**config.mk**
```make
export PLATFORM = sky130hd
export DESIGN_NAME = tdm_clk_mon
export DESIGN_NICKNAME = d
export VERILOG_FILES = /design/src/rtl/tcm_pkg.sv /design/src/rtl/tcm_edge_sync.sv /design/src/rtl/tcm_halt_timer.sv /design/src/rtl/tcm_frame_meas.sv /design/src/rtl/tcm_err_ctrl.sv /design/src/rtl/tdm_clk_mon.sv
export SDC_FILE = /design/constraint.sdc
export NUM_CORES = 1
export LEC_CHECK = 0
export BUFFER_PORTS_ARGS = -buffer_cell sky130_fd_sc_hd__clkbuf_2
export CORE_ASPECT_RATIO = 1.25
export CORE_UTILIZATION = 45
export CTS_CLUSTER_SIZE = 40
export DETAILED_ROUTE_END_ITERATION = 12
export MAX_ROUTING_LAYER = met4
export RECOVER_POWER = 25
export SLEW_MARGIN = 25
export SYNTH_ARGS = -nofsm -noshare
export SYNTH_HDL_FRONTEND = slang
export SYNTH_SLANG_ARGS = --single-unit
```
**constraint.sdc**
```tcl
create_clock -name clk -period 4.62 [get_ports clk]
set_clock_uncertainty 0.05 [all_clocks]
set_input_delay 0.231 -clock clk [delete_from_list [all_inputs] [get_ports clk]]
set_output_delay 0.231 -clock clk [all_outputs]
set_load 0.02 [all_outputs]
```
**src/rtl/tcm_pkg.sv**
```systemverilog
package tcm_pkg;

  localparam int unsigned NUM_RATIOS = 10;
  localparam int unsigned RATIO_SET [NUM_RATIOS] =
    '{16, 24, 32, 48, 64, 96, 128, 192, 256, 512};

  // bit clocks per frame is one of the supported ratios
  function automatic logic ratio_ok(input int unsigned n);
    logic hit;
    hit = 1'b0;
    for (int i = 0; i < NUM_RATIOS; i++) begin
      if (RATIO_SET[i] == n) hit = 1'b1;
    end
    return hit;
  endfunction

  // frame length (reference cycles) inside the programmed window
  function automatic logic period_ok(input int unsigned p,
                                     input int unsigned lo,
                                     input int unsigned hi);
    return (p >= lo) && (p <= hi);
  endfunction

  // two frame lengths agree within a tolerance
  function automatic logic period_match(input int unsigned a,
                                        input int unsigned b,
                                        input int unsigned tol);
    int unsigned d;
    d = (a > b) ? (a - b) : (b - a);
    return d <= tol;
  endfunction

endpackage

```
**src/rtl/tcm_edge_sync.sv**
```systemverilog
module tcm_edge_sync #(
  parameter int STAGES = 2
) (
  input  logic clk,
  input  logic rst_n,
  input  logic async_in,
  output logic rise,
  output logic edge_any
);
  logic [STAGES:0] sh_q;

  always_ff @(posedge clk) begin
    if (!rst_n) sh_q <= '0;
    else        sh_q <= {sh_q[STAGES-1:0], async_in};
  end

  assign rise     = sh_q[STAGES-1] & ~sh_q[STAGES];
  assign edge_any = sh_q[STAGES-1] ^ sh_q[STAGES];
endmodule

```
**src/rtl/tcm_halt_timer.sv**
```systemverilog
module tcm_halt_timer #(
  parameter int W = 16
) (
  input  logic         clk,
  input  logic         rst_n,
  input  logic         edge_seen,
  input  logic [W-1:0] limit,
  output logic         halted
);
  localparam logic [W-1:0] CNT_MAX = '1;
  logic [W-1:0] idle_q;

  always_ff @(posedge clk) begin
    if (!rst_n)               idle_q <= '0;
    else if (edge_seen)       idle_q <= '0;
    else if (idle_q != CNT_MAX) idle_q <= idle_q + W'(1);
  end

  assign halted = (idle_q >= limit);
endmodule

```
**src/rtl/tcm_frame_meas.sv**
```systemverilog
module tcm_frame_meas
  import tcm_pkg::*;
#(
  parameter int CNT_W   = 10,
  parameter int PER_W   = 16,
  parameter int PER_TOL = 2
) (
  input  logic             clk,
  input  logic             rst_n,
  input  logic             bclk_rise,
  input  logic             fs_rise,
  input  logic             halted,
  input  logic [PER_W-1:0] per_min,
  input  logic [PER_W-1:0] per_max,
  output logic             frm_bad_evt,
  output logic             ratio_chg_evt,
  output logic             rate_chg_evt,
  output logic             frm_match_evt
);
  localparam int RW = CNT_W + 1;
  localparam int PW = PER_W + 1;
  localparam logic [CNT_W-1:0] BC_MAX = '1;
  localparam logic [PER_W-1:0] PC_MAX = '1;

  logic [CNT_W-1:0] bclk_cnt_q;
  logic [PER_W-1:0] per_cnt_q;
  logic             armed_q;
  logic             prev_ok_q;
  logic [RW-1:0]    prev_ratio_q;
  logic [PW-1:0]    prev_per_q;

  logic [RW-1:0] cur_ratio;
  logic [PW-1:0] cur_per;
  logic          frame_evt, frm_valid, same_ratio, same_per;

  assign cur_ratio  = {1'b0, bclk_cnt_q} + RW'(bclk_rise);
  assign cur_per    = {1'b0, per_cnt_q} + PW'(1);
  assign frame_evt  = fs_rise & armed_q & ~halted;
  assign frm_valid  = ratio_ok(32'(cur_ratio)) &
                      period_ok(32'(cur_per), 32'(per_min), 32'(per_max));
  assign same_ratio = (cur_ratio == prev_ratio_q);
  assign same_per   = period_match(32'(cur_per), 32'(prev_per_q), PER_TOL);

  assign frm_bad_evt   = frame_evt & ~frm_valid;
  assign ratio_chg_evt = frame_evt & frm_valid & prev_ok_q & ~same_ratio;
  assign rate_chg_evt  = frame_evt & frm_valid & prev_ok_q & ~same_per;
  assign frm_match_evt = frame_evt & frm_valid & prev_ok_q & same_ratio & same_per;

  always_ff @(posedge clk) begin
    if (!rst_n || halted) begin
      bclk_cnt_q   <= '0;
      per_cnt_q    <= '0;
      armed_q      <= 1'b0;
      prev_ok_q    <= 1'b0;
      prev_ratio_q <= '0;
      prev_per_q   <= '0;
    end else if (fs_rise) begin
      bclk_cnt_q <= '0;
      per_cnt_q  <= '0;
      armed_q    <= 1'b1;
      if (armed_q) begin
        prev_ok_q    <= frm_valid;
        prev_ratio_q <= cur_ratio;
        prev_per_q   <= cur_per;
      end
    end else begin
      if (bclk_rise && bclk_cnt_q != BC_MAX) bclk_cnt_q <= bclk_cnt_q + CNT_W'(1);
      if (per_cnt_q != PC_MAX)               per_cnt_q  <= per_cnt_q + PER_W'(1);
    end
  end
endmodule

```
**src/rtl/tcm_err_ctrl.sv**
```systemverilog
module tcm_err_ctrl (
  input  logic clk,
  input  logic rst_n,
  input  logic frm_bad_evt,
  input  logic ratio_chg_evt,
  input  logic rate_chg_evt,
  input  logic frm_match_evt,
  input  logic halted,
  input  logic sticky_clr,
  output logic err_evt,
  output logic shutdown_req,
  output logic rampback_req,
  output logic stk_inv,
  output logic stk_rate_chg,
  output logic stk_ratio_chg
);
  logic fault_q, ramp_q;

  assign err_evt      = frm_bad_evt | ratio_chg_evt | rate_chg_evt | halted;
  assign shutdown_req = fault_q | err_evt;
  assign rampback_req = ramp_q;

  always_ff @(posedge clk) begin
    if (!rst_n) begin
      fault_q <= 1'b0;
      ramp_q  <= 1'b0;
    end else begin
      ramp_q <= 1'b0;
      if (!fault_q) begin
        if (err_evt) fault_q <= 1'b1;
      end else if (frm_match_evt && !halted) begin
        fault_q <= 1'b0;
        ramp_q  <= 1'b1;
      end
    end
  end

  always_ff @(posedge clk) begin
    if (!rst_n) begin
      stk_inv       <= 1'b0;
      stk_rate_chg  <= 1'b0;
      stk_ratio_chg <= 1'b0;
    end else begin
      stk_inv       <= (stk_inv       & ~sticky_clr) | frm_bad_evt;
      stk_rate_chg  <= (stk_rate_chg  & ~sticky_clr) | rate_chg_evt;
      stk_ratio_chg <= (stk_ratio_chg & ~sticky_clr) | ratio_chg_evt;
    end
  end
endmodule

```
**src/rtl/tdm_clk_mon.sv**
```systemverilog
module tdm_clk_mon #(
  parameter int SYNC_STAGES = 2,
  parameter int CNT_W       = 10,
  parameter int PER_W       = 16,
  parameter int PER_TOL     = 2
) (
  input  logic             clk,
  input  logic             rst_n,
  input  logic             bclk_in,
  input  logic             fsync_in,
  input  logic [PER_W-1:0] per_min,
  input  logic [PER_W-1:0] per_max,
  input  logic [PER_W-1:0] halt_limit,
  input  logic             sticky_clr,
  output logic             shutdown_req,
  output logic             rampback_req,
  output logic             clk_halted,
  output logic             stk_inv,
  output logic             stk_rate_chg,
  output logic             stk_ratio_chg
);
  localparam int NUM_CLK = 2;

  logic [NUM_CLK-1:0] raw_in, rise_v, edge_v, halt_v;
  logic frm_bad_evt, ratio_chg_evt, rate_chg_evt, frm_match_evt, err_evt;

  assign raw_in = {fsync_in, bclk_in};

  for (genvar g = 0; g < NUM_CLK; g++) begin : g_clk
    tcm_edge_sync #(.STAGES(SYNC_STAGES)) sync_i (
      .clk(clk), .rst_n(rst_n), .async_in(raw_in[g]),
      .rise(rise_v[g]), .edge_any(edge_v[g]));
    tcm_halt_timer #(.W(PER_W)) halt_i (
      .clk(clk), .rst_n(rst_n), .edge_seen(edge_v[g]),
      .limit(halt_limit), .halted(halt_v[g]));
  end

  assign clk_halted = |halt_v;

  tcm_frame_meas #(.CNT_W(CNT_W), .PER_W(PER_W), .PER_TOL(PER_TOL)) meas_i (
    .clk(clk), .rst_n(rst_n),
    .bclk_rise(rise_v[0]), .fs_rise(rise_v[1]), .halted(clk_halted),
    .per_min(per_min), .per_max(per_max),
    .frm_bad_evt(frm_bad_evt), .ratio_chg_evt(ratio_chg_evt),
    .rate_chg_evt(rate_chg_evt), .frm_match_evt(frm_match_evt));

  tcm_err_ctrl ctrl_i (
    .clk(clk), .rst_n(rst_n),
    .frm_bad_evt(frm_bad_evt), .ratio_chg_evt(ratio_chg_evt),
    .rate_chg_evt(rate_chg_evt), .frm_match_evt(frm_match_evt),
    .halted(clk_halted), .sticky_clr(sticky_clr), .err_evt(err_evt),
    .shutdown_req(shutdown_req), .rampback_req(rampback_req),
    .stk_inv(stk_inv), .stk_rate_chg(stk_rate_chg), .stk_ratio_chg(stk_ratio_chg));
endmodule

```
Word level (Yosys, flattened, before mapping)

Cells that the tools add are included.

Flip-flop bits (word level): 99
Input port bits: 53
Output and inout port bits: 6
Logic and storage cells: 103

Add/sub/neg operators: 8
Order comparisons: 6
Equality and inequality tests: 15
Multiplexer cells: 15
Bitwise operators: 32
Reduce and logical (&&, ||, !) cells: 12

Operator list:

| cell                    | number |
|---|---|
| $add A16 B1 Y16 const B | 3 |
| $ne A16 B16 Y1 const B  | 3 |
| $sub A17 B17 Y18        | 2 |
| $ge A16 B16 Y1          | 2 |
| $le A32 B2 Y1 const B   | 1 |
| $mux W32                | 1 |
| $eq A5 B11 Y1 const A   | 2 |
| $eq A6 B11 Y1 const A   | 2 |
| $eq A7 B11 Y1 const A   | 2 |
| $eq A8 B11 Y1 const A   | 2 |
| $add A16 B1 Y17 const B | 1 |
| $ge A17 B16 Y1          | 1 |
| $gt A17 B17 Y1          | 1 |
| $le A17 B16 Y1          | 1 |
| $and A1 B1 Y1           | 15 |
| $mux W1                 | 14 |
| $add A10 B1 Y11         | 1 |
| $eq A10 B11 Y1 const A  | 1 |
| $eq A11 B11 Y1          | 1 |
| $eq A9 B11 Y1 const A   | 1 |
| $add A10 B1 Y10 const B | 1 |
| $ne A10 B10 Y1 const B  | 1 |
| $not A1 Y1              | 8 |
| $reduce_or A2 Y1        | 4 |
| 6 further kinds         | 17 |

Longest topological paths before layout

Word-level depth: 23
Depth in mapped cells: 21
Gate-level depth less buffers: 19

By module

Synthesis repeated with hierarchy kept, for this count alone.

Cell total of the unflattened synthesis: 1035
Area, all modules: 8195.4 µm²

By module, submodules not included:

| module         | instances | cells each | area each (µm²) |
|---|---|---|---|
| tcm_frame_meas | 1         | 690        | 5287.6 |
| tcm_halt_timer | 2         | 155        | 1261.2 |
| tcm_edge_sync  | 2         | 9          | 98.8 |
| tcm_err_ctrl   | 1         | 16         | 181.4 |
| tdm_clk_mon    | 1         | 1          | 6.3 |

Least setup slack after synthesis

Ideal clock, no wire load.

Kind: register to output
Start point: reg meas_i.per_cnt_q[0]
End point: out shutdown_req
Arrival: 4.323 ns
Required time: 4.339 ns
Setup slack: 0.016 ns
Cell stages (with the launch flop): 20
Path buffers: 2
Cell sequence: dfxtp_1 -> ha_1 -> nand2_1 -> nor2_1 -> nand3_1 -> nor2_1 -> xnor2_1 -> inv_1 -> ha_1 -> nand2_1 -> or3_4 -> or4_1 -> buf_2 -> and2_4 -> buf_6 -> nor4_4 -> a22oi_2 -> nor4_4 -> nand3_2 -> a31o_1

Cells in the longest elaborated chain, start to end: 11
Elaborated cells between the ends (all ways): 21
Classes of those cells: add/sub (3); order compare (4); mux (1); bitwise (12); reduce/logical (1)

RTL lines:

| element                                                               | line                 | source |
|---|---|---|
| start: declaration                                                    | tcm_frame_meas.sv:26 | `logic [PER_W-1:0] per_cnt_q;` |
| start signal: assignment                                              | tcm_frame_meas.sv:68 | `if (per_cnt_q != PC_MAX) per_cnt_q <= per_cnt_q + PER_W'(1);` |
| $add A16 B1 Y17 (*)                                                   | tcm_frame_meas.sv:37 | `assign cur_per = {1'b0, per_cnt_q} + PW'(1);` |
| net meas_i.cur_per[14]                                                | tcm_frame_meas.sv:33 | `logic [PW-1:0] cur_per;` |
| parallel branches: the longest is 7 deep, another holds $le A32 B2 Y1 | --                   |  |
| $or A1 B1 Y1 (*) (2 in series)                                        | tcm_err_ctrl.sv:19   | `assign err_evt = frm_bad_evt \| ratio_chg_evt \| rate_chg_evt \| halted;` |
| $or A1 B1 Y1 (*)                                                      | tcm_err_ctrl.sv:20   | `assign shutdown_req = fault_q \| err_evt;` |
| end: declaration                                                      | tdm_clk_mon.sv:15    | `output logic shutdown_req,` |

Mark *: on every way through the listed nets, which the timed path passes.

Final worst setup path

Start point: reg meas_i.per_cnt_q[1]
End point: out shutdown_req

The elaborated chain is that of the path after synthesis.

==> metrics.md <==
| Metric | Value |
|---|---|
| Post-synth EDFFs | 0 |
| Post-Syn Nets | around 1200 |
| Worst-path clk slew | about 60 ps |
| Routability Congestion | between 0.9 and 1 |
| GR Util met3 | around 2.4% |
| TNS Setup | 0 ps |
| Seq cells post-synth | 99 |
| Slew @ Worst Pin | 959 ps |
| Nets | around 1300 |
| IO buf count | 58 |
| Leakage power total | approximately 4.4 nW |
| Post-route clock period utilization | between 90% and 100% |
| Post-synth cell types | 70 |
| Routed vias/inst | between 5 and 6 |
| Synth top area cells | dfxtp_1, ha_1, nor2_1 |
| DIE WIDTH | about 120 µm |
| Number of global-route vias before repair | about 6900 |
| Clock buffer count from CTS | 9 |
| Clk buf depth | 2 |
| Reg2Reg Depth | 19 |
| Die ar. | around 18000 µm² |
| Initial antenna violation count | 0 |
| Syn Std Cell Area | between 7000 and 8000 µm² |
| Layout cells sized above 1 | ~20% |
| Seq/Total Area, Yosys | between 20% and 30% |
| Layout overhead on the synthesized area | 21.8% |
| Req. time, crit path | roughly 4300 ps |
| CP startpoint kind | flop |
| Predominant post-synthesis flop cell | dfxtp_1 |
| Total Routing Usage GR | 24.2% |
| N_diodes | 0 |
| ANT nets after route | 0 |
| Wirelength, routed | around 21 mm |
| Post-synth top area cell | dfxtp_1 |
| Maximum vdd drop | 0.174 mV |
| Residual DRC | 0 |
| Placed insts | about 1300 |
| Iter 0 DRT Violations | 361 |
| H-Tree Depth | 3 |
| Root buffer selected by CTS | clkbuf_16 |
| DR vias | 7232 |
| Crit-path max FO | 5 |
| Total core area | 17000 µm² |
| Tmin final | about 4600 ps |
| Min-delay worst type | primary input to flop |
| HPWL Detailed | 16.6 mm |
| Slew Viols, Final | 0 |
| Max-cap violation count | 0 |
| CTS Hold Bufs | 0 |
| Most frequent cells in the layout | nor2_1, inv_1, ha_1 |
| First-pass GRT wire length | between 30 and 40 mm |
| Final std cells w/o fill | about 1300 |
| Final-report setup violation count | 0 |
| Most common cell after layout, fill and taps aside | nor2_1 |
| Largest net degree at the start of global routing | 32 |
| Cell row count | 53 |
| Status | completed |
| Post-Syn Area per Cell | 7.79 µm² |
| Clock Latency Late Sink | about 340 ps |
| Total grt overflow | 0 |
| Fmax achieved | 218 MHz |
| Initial Util | a little under half |
| Met1 usage | 27.9% |
| Syn Inst Count | ~1000 |
| Unrepaired setup endpoints after global routing | yes |
| Wire per inst | approximately 16 µm |
| Total clock sinks | between 90 and 100 |
| Hold Path Cell Cnt | 2 |
| Final hold violations | 0 |
| PwrDens | roughly 230 nW/µm² |
| Rel. slew slack | a little over a third |
| Yosys top cell area share | between 20 and 30% |
| Die Y | approximately 150 µm |
| I/O pin count | 59 |
| Gr busiest metal | met2 |
| CTS tree | built |
| Ys Warns | 0 |
| Drt pass-1 iters | 4 |
| Critical Path End Type | output port |
| Async set or reset register ratio after synthesis | 0% |
| Global-route met2 utilization | a little over two fifths |
| Setup Crit Path Kind | flop to output port |
| Arrival time worst endpoint | ~4300 ps |
[per-stage QoR]
step           hold WS, ps  instance area (µm²)  total power, W  utilization, %  setup WS, ps
2_1_floorplan          308                 7870         0.00120               -          15.8
3_3_place_gp           363                 8600         0.00131            50.6          50.7
3_5_place_dp           371                 8600         0.00132            50.6         -87.6
4_1_cts               35.2                 9230         0.00217            54.4          3.76
5_1_grt               37.7                 9590         0.00227            56.5          -158
6_report              44.8                 9590         0.00217            56.5          32.5
[worst paths after layout]
check | start | to | slack (ps)
setup / recovery | meas_i.per_cnt_q[1]$_SDFFE_PP0N_ | shutdown_req | 30
hold / removal | fsync_in | g_clk[1].sync_i.sh_q[0]$_SDFF_PN0_ | 40
setup reg to reg | meas_i.per_cnt_q[1]$_SDFFE_PP0N_ | ctrl_i.stk_rate_chg$_SDFF_PN0_ | 450
hold reg to reg | g_clk[0].sync_i.sh_q[0]$_SDFF_PN0_ | g_clk[0].sync_i.sh_q[1]$_SDFF_PN0_ | 380
[layout make-up]
class,count,area (µm²)
Clock buffer,10,239
Sequential cell,99,2000
Timing Repair Buffer,133,882
Tap cell,220,275
Clock inverter,6,87.6
Inverter,102,383
Multi-Input combinational cell,770,5720
Fill cell,1646,7390
[registers in the layout, indices dropped and copies added, names as in the netlist, 6 cells and up]
name                 count
meas_i.prev_per_q       17
g_clk.halt_i.idle_q     32
meas_i.prev_ratio_q     11
g_clk.sync_i.sh_q        6
meas_i.per_cnt_q        16
meas_i.bclk_cnt_q       10
[where the power goes]
group	internal [W]	switching, W
logic	0.000207	0.000262
registers	0.000865	0.0000142
clock network	0.000491	0.000334
[kinds of logic (layout without fill, tap and decap cells)]
kind of cell	after synthesis	after routing	share of synthesized area, %
buffers and inverters	141	251	7.12
xor gates and xnor gates	77	77	8.57
and+or+nand+nor	351	351	22.4
AOI/OAI and AO/OA	230	230	18.9
DFF	99	99	25.2
adders and majority gates	108	108	17.4
muxes	4	4	0.509
[cell usage after synthesis (3+ instances only)]
cell type and count:
a211oi_1 31, a21o_1 26, a21oi_1 80, a31oi_1 10, a41oi_1 3, and2_1 12, and3_1 9, and4_1 5
buf_1 4, buf_4 4, clkbuf_1 28, dfxtp_1 99, ha_1 106, inv_1 101, mux2i_1 4, nand2_1 69
nand2b_1 6, nand3_1 36, nand3b_1 3, nand4_1 23, nor2_1 118, nor2b_1 9, nor3_1 27, nor3b_1 6
nor4_1 5, o2111ai_1 4, o211ai_1 8, o21a_1 5, o21ai_0 26, o21ai_1 4, o21bai_1 4, o221ai_1 3
o31ai_1 4, or3_1 4, or4_1 5, xnor2_1 46, xor2_1 31
[per-layer routing]
layer	wire (µm)	vias up
li1	-	3749
met1	9150	3326
met2	10900	127
met3	473	30
met4	667	0
met5	0	-
[worst max-delay path, stage by stage, from the launching register on]
cell	delay [ps]
dfxtp_4	380
nand2_2	80
nor2_4	110
and3_4	240
nand2_4	80
nor2_4	130
nand2_2	70
xor2_2	200
inv_2	80
ha_4	270
nand2_2	60
or3_4	380
or4_4	430
buf_6	150
nand2_4	90
nand2b_4	50
and3b_2	220
nor4_4	350
nand3_2	140
a31o_1	280
clkbuf_8	160
[timing repair]
item | CTS | global route
pin swaps | 14 | 24
gates resized for setup | 42 | 54
setup endpoints to repair | 1 | 1
setup buffers | 13 | 17
(Power assumes the default switching activity.)
